<file path="config.mk">
export PLATFORM = sky130hd
export DESIGN_NAME = srec_loader
export DESIGN_NICKNAME = d
export VERILOG_FILES = /design/src/rtl/srec_pkg.sv /design/src/rtl/srec_char_class.sv /design/src/rtl/srec_csum.sv /design/src/rtl/srec_parse.sv /design/src/rtl/srec_loader.sv
export SDC_FILE = /design/constraint.sdc
export NUM_CORES = 1
export LEC_CHECK = 0
export ABC_AREA = 1
export CORE_ASPECT_RATIO = 0.9
export CORE_MARGIN = 5
export CORE_UTILIZATION = 35
export CTS_BUF_LIST = sky130_fd_sc_hd__clkbuf_8
export DETAILED_ROUTE_END_ITERATION = 12
export SLEW_MARGIN = 5
export SYNTH_ARGS = -nofsm -noshare
export SYNTH_HDL_FRONTEND = slang
export SYNTH_SLANG_ARGS = --single-unit
</file>
<file path="constraint.sdc">
create_clock -name clk -period 8.45 [get_ports clk]
set_input_delay 0.845 -clock clk [delete_from_list [all_inputs] [get_ports clk]]
set_output_delay 0.845 -clock clk [all_outputs]
set_load 0.02 [all_outputs]
</file>
<file path="src/rtl/srec_pkg.sv">
package srec_pkg;

    localparam int ADDR_W = 32;
    localparam int BYTE_W = 8;
    localparam int CHAR_W = 8;

    typedef enum logic [2:0] {
        ST_HUNT,
        ST_TYPE,
        ST_COUNT,
        ST_ADDR,
        ST_DATA,
        ST_CSUM
    } parse_st_t;

    typedef struct packed {
        logic       is_hex;
        logic [3:0] nib;
        logic       is_start;
        logic       is_dig;
        logic [3:0] dig;
    } char_cls_t;

    function automatic logic [2:0] addr_len(input logic [3:0] rtype);
        case (rtype)
            4'd2, 4'd6, 4'd8: addr_len = 3'd3;
            4'd3, 4'd7:       addr_len = 3'd4;
            default:          addr_len = 3'd2;
        endcase
    endfunction

    function automatic logic carries_data(input logic [3:0] rtype);
        carries_data = (rtype == 4'd1) || (rtype == 4'd2) || (rtype == 4'd3);
    endfunction

    function automatic logic is_final(input logic [3:0] rtype);
        is_final = (rtype == 4'd7) || (rtype == 4'd8) || (rtype == 4'd9);
    endfunction

endpackage

</file>
<file path="src/rtl/srec_char_class.sv">
module srec_char_class
    import srec_pkg::*;
(
    input  logic [CHAR_W-1:0] ch,
    output char_cls_t         cls
);
    logic [CHAR_W-1:0] off_dig;
    logic [CHAR_W-1:0] off_up;
    logic [CHAR_W-1:0] off_lo;
    logic              dig_r, up_r, lo_r;

    always_comb begin
        off_dig = ch - CHAR_W'(8'h30);
        off_up  = ch - CHAR_W'(8'h37);
        off_lo  = ch - CHAR_W'(8'h57);
        dig_r   = (ch >= CHAR_W'(8'h30)) && (ch <= CHAR_W'(8'h39));
        up_r    = (ch >= CHAR_W'(8'h41)) && (ch <= CHAR_W'(8'h46));
        lo_r    = (ch >= CHAR_W'(8'h61)) && (ch <= CHAR_W'(8'h66));

        cls.is_dig   = dig_r;
        cls.dig      = off_dig[3:0];
        cls.is_hex   = dig_r || up_r || lo_r;
        cls.is_start = (ch == CHAR_W'(8'h53));
        if (up_r)      cls.nib = off_up[3:0];
        else if (lo_r) cls.nib = off_lo[3:0];
        else           cls.nib = off_dig[3:0];
    end
endmodule

</file>
<file path="src/rtl/srec_csum.sv">
module srec_csum
    import srec_pkg::*;
#(
    parameter int W = BYTE_W
) (
    input  logic         clk,
    input  logic         rst,
    input  logic         clr,
    input  logic         add,
    input  logic [W-1:0] din,
    output logic [W-1:0] sum
);
    always_ff @(posedge clk) begin
        if (rst || clr) sum <= '0;
        else if (add)   sum <= sum + din;
    end
endmodule

</file>
<file path="src/rtl/srec_parse.sv">
module srec_parse
    import srec_pkg::*;
#(
    parameter int AW = ADDR_W,
    parameter int BW = BYTE_W
) (
    input  logic          clk,
    input  logic          rst,
    input  logic          in_valid,
    input  char_cls_t     cls,
    input  logic [BW-1:0] sum,
    output logic          sum_clr,
    output logic          sum_add,
    output logic [BW-1:0] sum_din,
    output logic          wr_en,
    output logic [AW-1:0] wr_addr,
    output logic [BW-1:0] wr_data,
    output logic          csum_err,
    output logic          fmt_err,
    output logic          eof,
    output logic [AW-1:0] entry_addr
);
    parse_st_t     st;
    logic          phase;
    logic [3:0]    hi_nib;
    logic [3:0]    rtype;
    logic [BW-1:0] remain;
    logic [2:0]    alen_left;
    logic [AW-1:0] addr;
    logic [BW-1:0] byte_now;
    logic          in_field;
    logic          byte_done;
    logic [BW-1:0] min_cnt;

    always_comb begin
        byte_now  = BW'({hi_nib, cls.nib});
        in_field  = (st == ST_COUNT) || (st == ST_ADDR) ||
                    (st == ST_DATA)  || (st == ST_CSUM);
        byte_done = in_valid && in_field && cls.is_hex && phase;
        min_cnt   = BW'(addr_len(rtype)) + BW'(1);
        sum_clr   = in_valid && (st == ST_TYPE);
        sum_add   = byte_done && (st != ST_CSUM);
        sum_din   = byte_now;
    end

    always_ff @(posedge clk) begin
        if (rst) begin
            st         <= ST_HUNT;
            phase      <= 1'b0;
            hi_nib     <= '0;
            rtype      <= '0;
            remain     <= '0;
            alen_left  <= '0;
            addr       <= '0;
            wr_en      <= 1'b0;
            wr_addr    <= '0;
            wr_data    <= '0;
            csum_err   <= 1'b0;
            fmt_err    <= 1'b0;
            eof        <= 1'b0;
            entry_addr <= '0;
        end else begin
            wr_en    <= 1'b0;
            csum_err <= 1'b0;
            fmt_err  <= 1'b0;
            eof      <= 1'b0;
            if (in_valid) begin
                case (st)
                    ST_HUNT: begin
                        if (cls.is_start) st <= ST_TYPE;
                    end
                    ST_TYPE: begin
                        if (cls.is_dig && cls.dig != 4'd4) begin
                            rtype <= cls.dig;
                            addr  <= '0;
                            phase <= 1'b0;
                            st    <= ST_COUNT;
                        end else begin
                            fmt_err <= 1'b1;
                            st      <= ST_HUNT;
                        end
                    end
                    default: begin
                        if (!cls.is_hex) begin
                            fmt_err <= 1'b1;
                            st      <= ST_HUNT;
                        end else if (!phase) begin
                            hi_nib <= cls.nib;
                            phase  <= 1'b1;
                        end else begin
                            phase <= 1'b0;
                            case (st)
                                ST_COUNT: begin
                                    remain    <= byte_now;
                                    alen_left <= addr_len(rtype);
                                    if (byte_now < min_cnt) begin
                                        fmt_err <= 1'b1;
                                        st      <= ST_HUNT;
                                    end else begin
                                        st <= ST_ADDR;
                                    end
                                end
                                ST_ADDR: begin
                                    addr      <= {addr[AW-BW-1:0], byte_now};
                                    remain    <= remain - BW'(1);
                                    alen_left <= alen_left - 3'd1;
                                    if (alen_left == 3'd1)
                                        st <= (remain == BW'(2)) ? ST_CSUM : ST_DATA;
                                end
                                ST_DATA: begin
                                    if (carries_data(rtype)) begin
                                        wr_en   <= 1'b1;
                                        wr_addr <= addr;
                                        wr_data <= byte_now;
                                        addr    <= addr + AW'(1);
                                    end
                                    remain <= remain - BW'(1);
                                    if (remain == BW'(2)) st <= ST_CSUM;
                                end
                                default: begin
                                    if (byte_now != ~sum) begin
                                        csum_err <= 1'b1;
                                    end else if (is_final(rtype)) begin
                                        eof        <= 1'b1;
                                        entry_addr <= addr;
                                    end
                                    st <= ST_HUNT;
                                end
                            endcase
                        end
                    end
                endcase
            end
        end
    end
endmodule

</file>
<file path="src/rtl/srec_loader.sv">
module srec_loader
    import srec_pkg::*;
(
    input  logic              clk,
    input  logic              rst,
    input  logic              in_valid,
    input  logic [CHAR_W-1:0] in_char,
    output logic              wr_en,
    output logic [ADDR_W-1:0] wr_addr,
    output logic [BYTE_W-1:0] wr_data,
    output logic              csum_err,
    output logic              fmt_err,
    output logic              eof,
    output logic [ADDR_W-1:0] entry_addr
);
    char_cls_t         cls;
    logic              sum_clr, sum_add;
    logic [BYTE_W-1:0] sum_din, sum;

    srec_char_class u_cls (
        .ch  (in_char),
        .cls (cls)
    );

    srec_csum #(.W(BYTE_W)) u_csum (
        .clk (clk),
        .rst (rst),
        .clr (sum_clr),
        .add (sum_add),
        .din (sum_din),
        .sum (sum)
    );

    srec_parse #(.AW(ADDR_W), .BW(BYTE_W)) u_parse (
        .clk        (clk),
        .rst        (rst),
        .in_valid   (in_valid),
        .cls        (cls),
        .sum        (sum),
        .sum_clr    (sum_clr),
        .sum_add    (sum_add),
        .sum_din    (sum_din),
        .wr_en      (wr_en),
        .wr_addr    (wr_addr),
        .wr_data    (wr_data),
        .csum_err   (csum_err),
        .fmt_err    (fmt_err),
        .eof        (eof),
        .entry_addr (entry_addr)
    );
endmodule

</file>
==> key figures <==
Run status
  • Run status: complete, no violations

Routing
  • Detailed Routing Iterations Pass 1: 5
  • Final WL: between 20 and 25 mm
  • Remaining DRCs: 0
  • DR vias: approximately 6700
  • DR vias/cell: around 5.0
  • Initial DRC Count: roughly 520
  • Antenna-violating nets left: 0
  • Routed wire per std cell: 15.5 um

Global routing
  • Congestion Overflow GR: 0
  • Largest net degree at the start of global routing: 76
  • Gr usage total: between 15 and 20%
  • Vias in the first global route: 6364
  • First-pass GRT wire length: 34.3 mm
  • Initial antenna violation count: 0

Finish
  • Antenna diodes: 0
  • Share of cells above drive strength 1: under 10%
  • Layout Cells excl Fill: between 1000 and 1500
  • Area grow syn2layout: 19.3%
  • Nets: approximately 1100
  • Fin area: slightly below 9000 um^2

Clock tree
  • Clk buf depth: 2
  • Hold-fix buffers, CTS: 0
  • CTS tree: yes
  • Inserted Clock Buffers: 17
  • Setup Buffers After CTS: 0
  • Reg clk slew, reported paths: around 0.080 ns
  • # H-tree levels: 4
  • Clk sinks: around 140
  • CTS resizes: 0
  • Root buffer cell: clkbuf_8
  • Later-pin clock latency in the skew report: ~0.46 ns

Placement
  • Area after DPL: between 8000 and 9000 um^2
  • Pre-CTS setup slack: 3.30 ns
  • Port Buffers: 86
  • RD Place Congestion: a little over 0.9
  • Dpl cells: roughly 1300
  • HPWL Detailed: roughly 15 mm

Synthesis
  • Register area share after synthesis: a little under two fifths
  • FF+latch count, synth: ~140
  • Asr flop ratio synth: 0%
  • Mapped Cells: slightly below 1000
  • Syn nets: approximately 1000
  • EDFF count, synth: 0
  • Top_reg_cell synth: dfxtp_1
  • Syn avg cell area: between 7 and 8 um^2
  • Synthesized area: roughly 7300 um^2
  • Distinct cells, synth: 47
  • YS warnings: 0

Power and ir drop
  • Gate power share: 20.8%
  • PwrDens: around 180 nW/um^2
  • Leak pwr: about 3.2 nW
  • Switching part of the total: 33.8%
  • Pint: between 0.001 and 0.0015 W
  • Maximum VDD drop: between 90 and 100 uV
  • Clock share of power: 37.1%
  • Reg power frac: a little over two fifths
  • Sw power: ~0.00055 W

Timing
  • Final Setup Violations: 0
  • Final Hold Fails: 0
  • Final WS setup: 3.81 ns
  • Tcrit/Tclk final: a little over half
  • Setup tns final: 0 ns
  • Final Skew: between 0.01 and 0.015 ns
  • Max Freq: about 220 MHz
  • Worst-Margin Slew: between 0.9 and 1 ns
  • Post-layout minimum cycle time: 4.64 ns
  • Max Slew Vio Count: 0
  • Worst hold slack: 0.452 ns
  • Max transition margin: a little under two fifths
  • RSZ-0062 raised after global routing: no

Worst setup path
  • CP Capture Type: flip-flop
  • Reg2Reg Capture Point: u_parse.addr[24]
  • Critical-path maximum fanout: 64
  • Slowest CP cell: nand3_4
  • Reg-to-reg setup timing slack: 5.15 ns
  • Crit path max-delay family: simple AND/OR/NAND/NOR gates
  • Reg-to-Reg Start: u_parse.st[0]
  • CP arrival: ~5 ns
  • Buf/Inv on CP: 3
  • CP Launch Type: primary input
  • CP startpoint: in_char[0]
  • R2R depth: 11
  • WS Path Type: primary input to flip-flop
  • CP required: between 8 and 9 ns
  • CP Capture Point: u_parse.entry_addr[2]
  • Crit-path max cell delay: between 0.6 and 0.7 ns
  • Critical path, cell by cell: clkdlybuf4s50_1 -> inv_2 -> ha_1 -> nand3b_1 -> nand3_2 -> o21ai_0 -> inv_1 -> ha_1 -> nand4_1 -> nor3_1 -> nand3_1 -> nor2_4 -> nand3_4 -> o21ai_0 -> a21oi_1
  • Critical path depth: 15

Die
  • Die Span Y: ~150 um
  • Core area: approximately 21000 um^2
  • Rows: 50
  • Num ports: 87
  • Die width: between 150 and 200 um
  • Total die area: between 20000 and 25000 um^2
  • Starting Density: a little over a third

Flow run
  • Maxcap violations: 0

Worst hold path
  • Class of the worst hold path: flip-flop to flip-flop
[through the flow]
step | utilization (%) | total power, W
4_1_cts | 42.2 | 0.00163
3_5_place_dp | 40.1 | 0.00103
6_report | 42.2 | 0.00162
3_3_place_gp | 40.1 | 0.00103
5_1_grt | 42.2 | 0.00169
2_1_floorplan | - | 0.000939
[worst min path at each step]
stage | from | to | depth (start not counted)
after global routing | u_parse.entry_addr[26] | u_parse.entry_addr[26] | 2
after CTS | u_parse.entry_addr[21] | u_parse.entry_addr[21] | 2
final | u_parse.entry_addr[21] | u_parse.entry_addr[21] | 2
after detailed placement | u_parse.entry_addr[7] | u_parse.entry_addr[7] | 2
after global placement | u_csum.sum[2] | u_csum.sum[2] | 2
after floorplan | u_csum.sum[5] | u_csum.sum[5] | 2
[sequential cells by signal, summed over array words and instances (netlist names), 3 cells and up]
register            flops
u_parse.addr           32
u_parse.entry_addr     32
u_parse.wr_addr        32
u_csum.sum              8
u_parse.remain          8
u_parse.wr_data         8
u_parse.hi_nib          4
u_parse.rtype           4
u_parse.alen_left       3
u_parse.st              3
[layout by cell type, fill, tap and decap left out, types with 4 or more instances in the layout]
cell type	n
nand4_1	17
clkinv_2	4
clkdlybuf4s50_1	86
nor4_1	4
dfxtp_1	139
ha_1	25
nand3_1	39
nand2_1	110
a31oi_1	4
o211ai_1	5
a21oi_2	29
nor3_1	27
xnor2_1	6
a211oi_1	13
inv_6	4
clkbuf_8	17
nor2_1	76
bufinv_16	4
xor2_1	20
o21ai_0	69
a21oi_1	117
o21ai_1	66
nand3_2	4
inv_1	119
a22oi_1	7
inv_2	12
[layout make-up]
class                      count  area, um^2
fill                        2127       12000
multi-input combinational    669        3790
sequential                   139        2780
timing repair buffer          89         883
inverter                     133         503
tap                          286         358
clock buffer                  17         234
clock inverter                14         193
[routing by layer]
layer	wire length (um)	global-route usage, %	up-vias
li1	-	-	3448
met1	10900	27.7	3040
met2	8300	24.0	223
met3	1450	3.34	27
met4	309	6.05	0
met5	0	0	-
[cell usage after synthesis, types with 3 or more instances]
library cell,n,area (um^2)
dfxtp_1,139,2780
buf_2,10,50.1
nor4_1,4,25.0
inv_1,120,450
nor2_1,76,285
o21ai_1,66,330
o21ai_0,69,345
a21oi_2,29,254
buf_4,5,37.5
nor3_1,27,135
or2_2,3,18.8
nand2_1,110,413
nand3b_1,3,22.5
a22oi_1,7,52.6
xnor2_1,6,52.6
a21oi_1,117,586
nand4_1,17,106
nand3_2,4,40.0
buf_6,7,78.8
xor2_1,20,175
inv_2,11,41.3
nand3_1,39,195
o211ai_1,5,37.5
a211oi_1,13,97.6
ha_1,25,313
clkbuf_1,22,82.6
a31oi_1,4,25.0
nor2_8,3,60.1
[tightest hold or removal path, stage by stage (launching register included)]
cell	delay, ns
dfxtp_1	0.31
inv_1	0.06
a21oi_2	0.04
[cell families after synthesis]
| kind of cell | after synthesis | synth area share [%] |
|---|---|---|
| AO/OA/AOI/OAI | 316 | 24.2 |
| AND/OR/NAND/NOR | 300 | 19.6 |
| buffers and inverters | 179 | 10.4 |
| flip-flops | 139 | 38.0 |
| XOR/XNOR | 26 | 3.11 |
| adder cells (fa/ha/maj) | 26 | 4.54 |
| multiplexers | 1 | 0.137 |
[power groups by stage]
stage / Combinational (W) / Clock, W / Sequential, W
6_report: 0.000336 / 0.000600 / 0.000681
5_1_grt: 0.000372 / 0.000638 / 0.000682
4_1_cts: 0.000335 / 0.000611 / 0.000680
3_5_place_dp: 0.000332 / 0 / 0.000696
3_3_place_gp: 0.000334 / 0 / 0.000696
2_1_floorplan: 0.000247 / 0 / 0.000692
Note: power is estimated with default switching activity, not from simulation.
